$ cat config.mk
export PLATFORM = sky130hd
export DESIGN_NAME = pdm_wmark_ctrl
export DESIGN_NICKNAME = d
export VERILOG_FILES = /design/src/rtl/pdmcmd_pkg.sv /design/src/rtl/pdmcmd_code_match.sv /design/src/rtl/pdmcmd_repeat_det.sv /design/src/rtl/pdmcmd_cfg_regs.sv /design/src/rtl/pdm_wmark_ctrl.sv
export SDC_FILE = /design/constraint.sdc
export NUM_CORES = 1
export LEC_CHECK = 0
export ABC_AREA = 1
export BUFFER_PORTS_ARGS = -buffer_cell sky130_fd_sc_hd__buf_4
export CAP_MARGIN = 20
export CORE_MARGIN = 5
export CORE_UTILIZATION = 35
export CTS_BUF_LIST = sky130_fd_sc_hd__clkbuf_16
export DETAILED_ROUTE_END_ITERATION = 10
export PLACE_DENSITY = 0.62
export SKIP_LAST_GASP = 1
export SLEW_MARGIN = 20
export SYNTH_ARGS = -nofsm -noshare
export SYNTH_HDL_FRONTEND = slang
export SYNTH_HIERARCHICAL = 1
export SYNTH_SLANG_ARGS = --single-unit
$ cat constraint.sdc
create_clock -name clk_i -period 1.55 [get_ports clk_i]
set_input_delay 0.2325 -clock clk_i [delete_from_list [all_inputs] [get_ports clk_i]]
set_output_delay 0.2325 -clock clk_i [all_outputs]
set_load 0.02 [all_outputs]
$ cat src/rtl/pdmcmd_pkg.sv
// Shared definitions for the in-band command detector.
// Assumes command words are 8 bits wide and that exactly eight words are listed.
package pdmcmd_pkg;

    localparam int CODE_W    = 8;
    localparam int NUM_CODES = 8;

    // Command index; this order is also the index into the code list.
    typedef enum logic [2:0] {
        CMD_STANDBY    = 3'd0,
        CMD_GAIN_HI    = 3'd1,
        CMD_GAIN_MID   = 3'd2,
        CMD_GAIN_LO    = 3'd3,
        CMD_RATE_FLIP  = 3'd4,
        CMD_LOW_EMI    = 3'd5,
        CMD_HALF_PULSE = 3'd6,
        CMD_RATE_32K   = 3'd7
    } cmd_e;

    // Gain code presented on the gain output.
    typedef enum logic [1:0] {
        GAIN_2V5 = 2'd0,
        GAIN_3V6 = 2'd1,
        GAIN_5V0 = 2'd2
    } gain_e;

    // Returns the wire value of a command word for a given index.
    function automatic logic [CODE_W-1:0] cmd_code(input int idx);
        case (idx)
            0:       return 8'hAC;
            1:       return 8'hD8;
            2:       return 8'hD4;
            3:       return 8'hD2;
            4:       return 8'hD1;
            5:       return 8'hE1;
            6:       return 8'hE2;
            default: return 8'hE4;
        endcase
    endfunction

endpackage

$ cat src/rtl/pdmcmd_code_match.sv
// Compares an 8-bit window of the stream against every listed command word.
// Purely combinational. Assumes the listed words are distinct, so at most one matches.
module pdmcmd_code_match
    import pdmcmd_pkg::*;
(
    input  logic [CODE_W-1:0]    win_i,
    output logic                 hit_o,
    output cmd_e                 cmd_o,
    output logic [NUM_CODES-1:0] hit_vec_o
);

    // One equality comparator per listed word.
    for (genvar g = 0; g < NUM_CODES; g++) begin : g_cmp
        assign hit_vec_o[g] = (win_i == cmd_code(g));
    end

    assign hit_o = |hit_vec_o;

    // Encode the matching comparator into a command index.
    always_comb begin
        cmd_o = CMD_STANDBY;
        for (int i = NUM_CODES - 1; i >= 0; i--) begin
            if (hit_vec_o[i]) cmd_o = cmd_e'(3'(i));
        end
    end

endmodule

$ cat src/rtl/pdmcmd_repeat_det.sv
// Finds an 8-periodic stretch of the stream and tracks how long it has lasted.
// Each incoming bit is compared with the bit 8 cycles earlier. Consecutive
// agreements are counted up to a saturation limit, and any disagreement clears
// the count. The last listed word seen in the window during the run is kept.
// Assumes one data bit per clock.
module pdmcmd_repeat_det
    import pdmcmd_pkg::*;
#(
    parameter int REPS      = 128,
    parameter int MUTE_REPS = 8
) (
    input  logic clk_i,
    input  logic rst_n_i,
    input  logic pdm_i,
    output logic rep_full_o,
    output logic mute_arm_o,
    output logic brk_o,
    output logic code_vld_o,
    output cmd_e cmd_o
);

    localparam int RUN_LIM  = (REPS - 1) * CODE_W;
    localparam int MUTE_RUN = (MUTE_REPS - 1) * CODE_W;
    localparam int RUN_W    = $clog2(RUN_LIM + 1);

    logic [CODE_W-1:0]    sr_q;
    logic [CODE_W-1:0]    win;
    logic [RUN_W-1:0]     run_q;
    logic                 period_ok;
    logic                 hit;
    cmd_e                 hit_cmd;
    logic [NUM_CODES-1:0] hit_vec;
    logic                 code_vld_q;
    cmd_e                 cmd_q;
    logic                 brk_q;

    assign win       = {sr_q[CODE_W-2:0], pdm_i};
    assign period_ok = (pdm_i == sr_q[CODE_W-1]);

    pdmcmd_code_match u_match (
        .win_i     (win),
        .hit_o     (hit),
        .cmd_o     (hit_cmd),
        .hit_vec_o (hit_vec)
    );

    // Keep the last eight bits of the stream.
    always_ff @(posedge clk_i) begin
        if (!rst_n_i) sr_q <= '0;
        else          sr_q <= win;
    end

    // Count consecutive periodic bits, saturating at the limit.
    always_ff @(posedge clk_i) begin
        if (!rst_n_i)                            run_q <= '0;
        else if (!period_ok)                     run_q <= '0;
        else if (run_q != RUN_W'(RUN_LIM))       run_q <= run_q + 1'b1;
    end

    // Remember which listed word the current periodic run carries.
    always_ff @(posedge clk_i) begin
        if (!rst_n_i) begin
            code_vld_q <= 1'b0;
            cmd_q      <= CMD_STANDBY;
        end else if (!period_ok) begin
            code_vld_q <= 1'b0;
        end else if (hit) begin
            code_vld_q <= 1'b1;
            cmd_q      <= hit_cmd;
        end
    end

    // Flag the clock after a bit that broke the periodicity.
    always_ff @(posedge clk_i) begin
        if (!rst_n_i) brk_q <= 1'b0;
        else          brk_q <= !period_ok;
    end

    assign rep_full_o = (run_q == RUN_W'(RUN_LIM));
    assign mute_arm_o = code_vld_q && (run_q >= RUN_W'(MUTE_RUN));
    assign brk_o      = brk_q;
    assign code_vld_o = code_vld_q;
    assign cmd_o      = cmd_q;

    AST_RUN_BOUNDED: assert property (@(posedge clk_i) disable iff (!rst_n_i)
        run_q <= RUN_W'(RUN_LIM));
    AST_ONE_CODE: assert property (@(posedge clk_i) disable iff (!rst_n_i)
        $onehot0(hit_vec));
    AST_BREAK_RESTARTS: assert property (@(posedge clk_i) disable iff (!rst_n_i)
        brk_q |-> !code_vld_q && !rep_full_o);

endmodule

$ cat src/rtl/pdmcmd_cfg_regs.sv
// Holds the settings that commands change, plus standby and the mute hold timer.
// A command is applied once, when its run first reaches the saturation limit.
// The clock-loss input restores the strap defaults but does not re-arm
// application within the same run.
// Assumes the strap value is static after power-up.
module pdmcmd_cfg_regs
    import pdmcmd_pkg::*;
#(
    parameter int HOLD_CYC = 8
) (
    input  logic       clk_i,
    input  logic       rst_n_i,
    input  logic [1:0] strap_i,
    input  logic       clk_lost_i,
    input  logic       rep_full_i,
    input  logic       mute_arm_i,
    input  logic       brk_i,
    input  logic       code_vld_i,
    input  cmd_e       cmd_i,
    output logic       mute_o,
    output logic       standby_o,
    output logic [1:0] gain_o,
    output logic       rate_128x_o,
    output logic       low_emi_o,
    output logic       half_pulse_o,
    output logic       rate_32k_o
);

    localparam int HOLD_W = $clog2(HOLD_CYC + 1);

    logic              done_q;
    logic              apply;
    logic              standby_q;
    logic              gov_vld_q;
    gain_e             gain_ov_q;
    logic              flip_q;
    logic              emi_q;
    logic              half_q;
    logic              r32_q;
    logic [HOLD_W-1:0] hold_q;
    gain_e             gain_def;

    assign apply = rep_full_i && code_vld_i && !done_q;

    // Mark the current run as consumed until it ends.
    always_ff @(posedge clk_i) begin
        if (!rst_n_i)         done_q <= 1'b0;
        else if (!rep_full_i) done_q <= 1'b0;
        else if (apply)       done_q <= 1'b1;
    end

    // Update the settings from commands, standby exit and clock loss.
    always_ff @(posedge clk_i) begin
        if (!rst_n_i || clk_lost_i) begin
            standby_q <= 1'b0;
            gov_vld_q <= 1'b0;
            gain_ov_q <= GAIN_3V6;
            flip_q    <= 1'b0;
            emi_q     <= 1'b0;
            half_q    <= 1'b0;
            r32_q     <= 1'b0;
        end else begin
            if (standby_q && brk_i) standby_q <= 1'b0;
            if (apply) begin
                case (cmd_i)
                    CMD_STANDBY:    standby_q <= 1'b1;
                    CMD_GAIN_HI:    begin gov_vld_q <= 1'b1; gain_ov_q <= GAIN_5V0; end
                    CMD_GAIN_MID:   begin gov_vld_q <= 1'b1; gain_ov_q <= GAIN_3V6; end
                    CMD_GAIN_LO:    begin gov_vld_q <= 1'b1; gain_ov_q <= GAIN_2V5; end
                    CMD_RATE_FLIP:  flip_q <= 1'b1;
                    CMD_LOW_EMI:    emi_q  <= 1'b1;
                    CMD_HALF_PULSE: half_q <= 1'b1;
                    default:        r32_q  <= 1'b1;
                endcase
            end
        end
    end

    // Keep mute up for a fixed number of clocks after the arm condition drops.
    always_ff @(posedge clk_i) begin
        if (!rst_n_i)           hold_q <= '0;
        else if (mute_arm_i)    hold_q <= HOLD_W'(HOLD_CYC);
        else if (hold_q != '0)  hold_q <= hold_q - 1'b1;
    end

    assign gain_def     = strap_i[1] ? GAIN_5V0 : GAIN_3V6;
    assign gain_o       = gov_vld_q ? gain_ov_q : gain_def;
    assign rate_128x_o  = strap_i[0] ^ flip_q;
    assign mute_o       = standby_q || (hold_q != '0);
    assign standby_o    = standby_q;
    assign low_emi_o    = emi_q;
    assign half_pulse_o = half_q;
    assign rate_32k_o   = r32_q;

    AST_APPLY_NEEDS_FULL: assert property (@(posedge clk_i) disable iff (!rst_n_i)
        $rose(standby_q) |-> $past(rep_full_i) && $past(code_vld_i));
    AST_STANDBY_EXIT: assert property (@(posedge clk_i) disable iff (!rst_n_i)
        standby_q && brk_i |=> !standby_q);
    AST_GAIN_LEGAL: assert property (@(posedge clk_i) disable iff (!rst_n_i)
        gain_o != 2'd3);
    AST_MUTE_ON_ARM: assert property (@(posedge clk_i) disable iff (!rst_n_i)
        mute_arm_i |=> mute_o);
    AST_MUTE_FALL: assert property (@(posedge clk_i) disable iff (!rst_n_i)
        $fell(mute_o) |-> !$past(mute_arm_i) && !standby_q);
    AST_CLKLOSS_DEFAULTS: assert property (@(posedge clk_i) disable iff (!rst_n_i)
        clk_lost_i |=> !standby_q && !emi_q && !half_q && !r32_q && !flip_q && !gov_vld_q);

endmodule

$ cat src/rtl/pdm_wmark_ctrl.sv
// Top level of the in-band command detector.
// It chains the repetition detector into the settings registers.
// Assumes one stream bit per clock, a synchronous active-low reset and a
// synchronous clock-loss indication.
module pdm_wmark_ctrl
    import pdmcmd_pkg::*;
#(
    parameter int REPS      = 128,
    parameter int MUTE_REPS = 8,
    parameter int HOLD_CYC  = 8
) (
    input  logic       clk_i,
    input  logic       rst_n_i,
    input  logic       pdm_i,
    input  logic [1:0] strap_i,
    input  logic       clk_lost_i,
    output logic       mute_o,
    output logic       standby_o,
    output logic [1:0] gain_o,
    output logic       rate_128x_o,
    output logic       low_emi_o,
    output logic       half_pulse_o,
    output logic       rate_32k_o
);

    logic rep_full;
    logic mute_arm;
    logic brk;
    logic code_vld;
    cmd_e cmd;

    pdmcmd_repeat_det #(
        .REPS      (REPS),
        .MUTE_REPS (MUTE_REPS)
    ) u_det (
        .clk_i      (clk_i),
        .rst_n_i    (rst_n_i),
        .pdm_i      (pdm_i),
        .rep_full_o (rep_full),
        .mute_arm_o (mute_arm),
        .brk_o      (brk),
        .code_vld_o (code_vld),
        .cmd_o      (cmd)
    );

    pdmcmd_cfg_regs #(
        .HOLD_CYC (HOLD_CYC)
    ) u_cfg (
        .clk_i        (clk_i),
        .rst_n_i      (rst_n_i),
        .strap_i      (strap_i),
        .clk_lost_i   (clk_lost_i),
        .rep_full_i   (rep_full),
        .mute_arm_i   (mute_arm),
        .brk_i        (brk),
        .code_vld_i   (code_vld),
        .cmd_i        (cmd),
        .mute_o       (mute_o),
        .standby_o    (standby_o),
        .gain_o       (gain_o),
        .rate_128x_o  (rate_128x_o),
        .low_emi_o    (low_emi_o),
        .half_pulse_o (half_pulse_o),
        .rate_32k_o   (rate_32k_o)
    );

endmodule

## Word level (Yosys, flattened, before mapping)

Index checks and enable logic that the tools add are counted.

| storage, ports and cells | value |
|---|---|
| output and inout port bits | 8 |
| input port bits | 6 |
| word-level logic and storage cells | 80 |
| register bits after elaboration | 36 |

| cells by class | value |
|---|---|
| magnitude comparators | 1 |
| $add $sub $neg | 2 |
| bitwise logic cells | 3 |
| equality and inequality tests | 17 |
| reduce and logical (&&, ||, !) cells | 26 |
| muxes and demuxes | 16 |

Operators with widths:

| kind | count |
|---|---|
| 8-bit equality test (second input constant) | 8 |
| 3-bit two-way mux | 8 |
| 2-bit AND reduction | 9 |
| 10-bit by 1-bit adder with 10-bit output (second input constant) | 1 |
| 10-bit equality test (second input constant) | 1 |
| 10-bit by 6-bit >= comparator with 1-bit output (second input constant) | 1 |
| 10-bit != test (second input constant) | 1 |
| 3-bit equality test (second input constant) | 3 |
| 4-bit two-way mux | 2 |
| 8-bit OR reduction | 1 |
| 7-bit OR reduction | 1 |
| 3-bit by 2-bit equality test with 1-bit output (second input constant) | 2 |
| 2-bit case mux with 3 select lines | 1 |
| 1-bit logical AND | 4 |
| 2-bit two-way mux | 2 |
| 4-bit nonzero test | 1 |
| 4-bit by 1-bit subtractor with 4-bit output (second input constant) | 1 |
| 3-bit by 1-bit equality test with 1-bit output (second input constant) | 1 |
| 1-bit zero test | 3 |
| 3-bit zero test | 1 |
| 1-bit two-way mux | 3 |
| 3-bit nonzero test | 1 |
| 3-bit OR reduction | 1 |
| 1-bit logical OR | 2 |
| 5 further kinds | 6 |

## Depth between registers and ports, before layout

| depth | value |
|---|---|
| depth in word-level cells | 9 |
| gate-level depth with buffers | 11 |

## By module

The synthesis kept the hierarchy.

By module, submodules not included:

| module | area an instance (µm²) | times used | seq. area each (µm²) | cells an instance |
|---|---|---|---|---|
| pdmcmd_repeat_det | 999.7 | 1 | 460.4 | 123 |
| pdmcmd_cfg_regs | 614.3 | 1 | 260.2 | 80 |
| pdmcmd_code_match | 237.7 | 1 | 0.0 | 53 |

## Worst setup path after synthesis

Ideal clock, no wire load.

| timing | value |
|---|---|
| kind | register -> register |
| start point | register u_det.run_q[0] |
| end point | register u_cfg.gain_ov_q[1] |
| stages on the path, launching flop included | 12 |
| required time | 1.435 ns |
| library setup time | 0.115 ns |
| setup slack | 0.139 ns |
| arrival time | 1.296 ns |
| path buffers | 0 |
| cell sequence | dfxtp_1 -> inv_1 -> ha_1 -> nand2_1 -> nor2_1 -> nand3_1 -> inv_1 -> nand2_1 -> nor2_4 -> nand2_2 -> o21bai_1 -> nor2_1 |

| between the ends | value |
|---|---|
| word-level cells in the longest chain between the ends | 4 |

Ends and longest elaborated chain:

| element | RTL line | text |
|---|---|---|
| start, declared | pdmcmd_repeat_det.sv:28 | `logic [RUN_W-1:0] run_q;` |
| start signal, assigned | pdmcmd_repeat_det.sv:57 | `else if (run_q != RUN_W'(RUN_LIM)) run_q <= run_q + 1'b1;` |
| 10-bit equality test | pdmcmd_repeat_det.sv:79 | `assign rep_full_o = (run_q == RUN_W'(RUN_LIM));` |
| via rep_full | pdm_wmark_ctrl.sv:26 | `logic rep_full;` |
| 1-bit logical AND (2 in a row) | pdmcmd_cfg_regs.sv:43 | `assign apply = rep_full_i && code_vld_i && !done_q;` |
| 2-bit AND reduction (no line) | n/a |  |
| end signal, assigned | pdmcmd_cfg_regs.sv:57 | `gain_ov_q <= GAIN_3V6;` |
| end signal, assigned | pdmcmd_cfg_regs.sv:67 | `CMD_GAIN_HI: begin gov_vld_q <= 1'b1; gain_ov_q <= GAIN_5V0; end` |
| end signal, assigned | pdmcmd_cfg_regs.sv:68 | `CMD_GAIN_MID: begin gov_vld_q <= 1'b1; gain_ov_q <= GAIN_3V6; end` |
| end, declared | pdmcmd_cfg_regs.sv:35 | `gain_e gain_ov_q;` |

The timed path passes the listed nets, and every way through them passes these cells.
A chain may end at the register's enable or synchronous reset.

## Final worst setup path

| timing | value |
|---|---|
| start point | register u_det.run_q[1] |
| end point | register u_cfg.gain_ov_q[1] |

The elaborated chain is that of the path after synthesis.

==> impl_metrics.py <==
metrics = {
    "critical_path": {
        "path_cells": "inv_4 > ha_4 > nand2_1 > nor2_1 > nand3_1 > inv_2 > nand2_2 > nor2_4 > nand2_2 > o21bai_1 > nor2_1",
        "crit_path_max_fanout": 7,
        "crit_path_end_kind": "flop",
        "r2r_cells": 11,
        "crit_end": "u_cfg/gain_ov_q[1]$_SDFFE_PP0P_",
        "reg2reg_from": "u_det/run_q[1]$_SDFFE_PN0N_",
        "critPathSlowestCell": "dfxtp_4",
        "ff2ff_setup_slack_ns": 0.04,
        "crit_arrival_ns": 1.67,
        "crit_type": "reg -> reg",
        "worstReg2RegEnd": "u_cfg/gain_ov_q[1]$_SDFFE_PP0P_",
        "cp.required_ns": 1.72,
        "cpPeakStageDelay_ns": 0.36,
        "critPathBufInv": 2,
        "cp.depth": 11,
        "crit_path_start": "u_det/run_q[1]$_SDFFE_PN0N_",
        "cp-start-kind": "flop",
        "critPathTopFamily": "simple AND/OR/NAND/NOR gates",
    },
    "power_and_ir_drop": {
        "p_leak_nw": 0.980,
        "p_comb_frac": 0.048,
        "switching_share": 0.213,
        "p_int_mw": 1.56,
        "p_switching_mw": 0.423,
        "seqPwrFrac": 0.473,
        "power_mw": 1.99,
        "vdd_drop_max_mv": 0.568,
        "p_per_area_nw_per_um2": 883,
        "clkPwrFrac": 0.479,
    },
    "clock_tree": {
        "cts_root_buf": "clkbuf_16",
        "clockBufferDepth": 2,
        "cts-htree-levels": 2,
        "cts_buffers": 5,
        "cts_tree": "built",
        "clkLatencyLatePin_ns": 0.27,
        "clk_pin_slew_ns": 0.06,
        "cts.sinks": 36,
    },
    "run": {
        "drv_cap": 0,
    },
    "floorplan": {
        "die-height_um": 82.1,
        "die_w_um": 82.1,
        "num_rows": 26,
        "start_util": 0.359,
        "coreArea_um2": 5070,
        "ios": 14,
        "die_area_um2": 6750,
    },
    "detailed_routing": {
        "drc": 0,
        "antenna_left": 0,
        "num_vias": 1514,
        "vias_per_cell": 4.35,
        "routed_wirelength_um": 3290,
        "drt_iter0_markers": 83,
        "firstDrtPassIters": 3,
        "wl_per_cell_um": 9.47,
    },
    "global_route": {
        "grt_pass1_wl_um": 5890,
        "grt_usage": 0.112,
        "grt_pass1_vias": 1446,
        "grt_start_max_net_pins": 15,
        "antenna_found_initial": 0,
        "grt_remaining_overflow": 0,
    },
    "place": {
        "port_buffers": 13,
        "place_hpwl_um": 2430,
        "place_ws_ns": 0.0239,
        "place_area_um2": 2040,
        "globalplace.congestion": 0.781,
    },
    "sta": {
        "hold-worst-slack_ns": 0.178,
        "max_slew_margin": 0.794,
        "worst_slack_ns": 0.0416,
        "min_period_ns": 1.51,
        "hold_viol_final": 0,
        "rsz0062_at_grt": "true",
        "setup_viol": 0,
        "drv_slew": 0,
        "tightest_slew_ns": 0.308,
        "fin_worst_skew_ns": 0.00408,
        "fmax_mhz": 663,
        "min_period_over_period": 0.973,
        "setup_tns_ns": 0,
    },
    "final_layout": {
        "final_cell_mix": "nand2_1 (61), inv_1 (35), dfxtp_1 (34), buf_4 (24), nor2_1 (19)",
        "final_common_cell": "nand2_1",
        "regArea_um2": 726,
        "antenna_cells": 0,
        "syn2layout_area_growth_pct": 23.4,
        "final_area_um2": 2250,
        "filler_cell_count": 536,
        "finalNetCount": 287,
        "multiInputGateArea_um2": 943,
        "drive_gt1_frac": 0.284,
    },
    "yosys": {
        "syn_inst": 248,
        "avgSynthCellArea_um2": 7.35,
        "yosysWarnings": 6,
        "syn_area_um2": 1820,
        "postSynthNetCount": 258,
    },
    "outcome": {
        "status": "completed",
    },
    "hold_path": {
        "hp-class": "in -> reg",
    },
}
==> per-stage QoR <==
| stage | instances | utilization |
|---|---|---|
| 3_3_place_gp | 335 | 0.401 |
| 6_report | 348 | 0.443 |
| 4_1_cts | 343 | 0.430 |
| 3_5_place_dp | 335 | 0.401 |
| 5_1_grt | 348 | 0.443 |
| 2_1_floorplan | 248 | - |
==> power by group through the flow <==
stage	clock network [mW]	registers, mW	logic [mW]
after floorplan	0	0.959	0.0580
after global placement	0	0.959	0.0866
after detailed placement	0	0.960	0.0872
after CTS	0.995	0.939	0.0876
after global routing	1.04	0.940	0.106
final	0.952	0.939	0.0950
==> state kept, by name, indices dropped and copies added, names as in the netlist <==
name                flops
u_cfg/standby_o         1
u_cfg/half_pulse_o      1
u_cfg/flip_q            1
u_cfg/low_emi_o         1
u_cfg/gain_ov_q         2
u_cfg/hold_q            4
u_det/cmd_o             3
u_cfg/gov_vld_q         1
u_det/code_vld_o        1
u_cfg/done_q            1
u_det/sr_q              8
u_det/brk_o             1
u_det/run_q            10
u_cfg/rate_32k_o        1
==> tightest hold or removal path, stage by stage <==
cell,delay (ns)
buf_4,0.09
nor2_4,0.04
nand3_1,0.06
==> worst min path at each step <==
stage          cells past startpoint                         endpoint                            start
2_1_floorplan                      2         u_det/sr_q[0]$_SDFF_PN0_                            pdm_i
3_3_place_gp                       2         u_det/sr_q[4]$_SDFF_PN0_         u_det/sr_q[3]$_SDFF_PN0_
3_5_place_dp                       2  u_cfg/half_pulse_o$_SDFFE_PP0P_  u_cfg/half_pulse_o$_SDFFE_PP0P_
4_1_cts                            3  u_cfg/gain_ov_q[0]$_SDFFE_PP1P_                       clk_lost_i
5_1_grt                            3  u_cfg/gain_ov_q[0]$_SDFFE_PP1P_                       clk_lost_i
6_report                           3  u_cfg/gain_ov_q[0]$_SDFFE_PP1P_                       clk_lost_i
==> area by class of cell <==
cell class | instances | area share
Clock buffer | 5 | 0.0556
Clock inverter | 3 | 0.00835
Inverter | 44 | 0.0746
Multi-Input combinational cell | 166 | 0.420
Sequential cell | 36 | 0.323
Tap cell | 70 | 0.0390
Timing Repair Buffer | 24 | 0.0801
==> per-layer routing <==
layer  up-vias  GRT usage  routed length, um
met5         -          0                  0
met2        14      0.186               1550
met3         5     0.0293                126
met4         0     0.0449                 34
li1        833          -                  -
met1       662      0.138               1580
==> repair_timing <==
action	4_1_cts	5_1_grt
resized for setup	1	15
setup buffers	0	5
pin swaps	0	4
setup endpoints to repair	1	9
hold buffers	0	0
No activity file was read; power rests on OpenSTA's default activity.
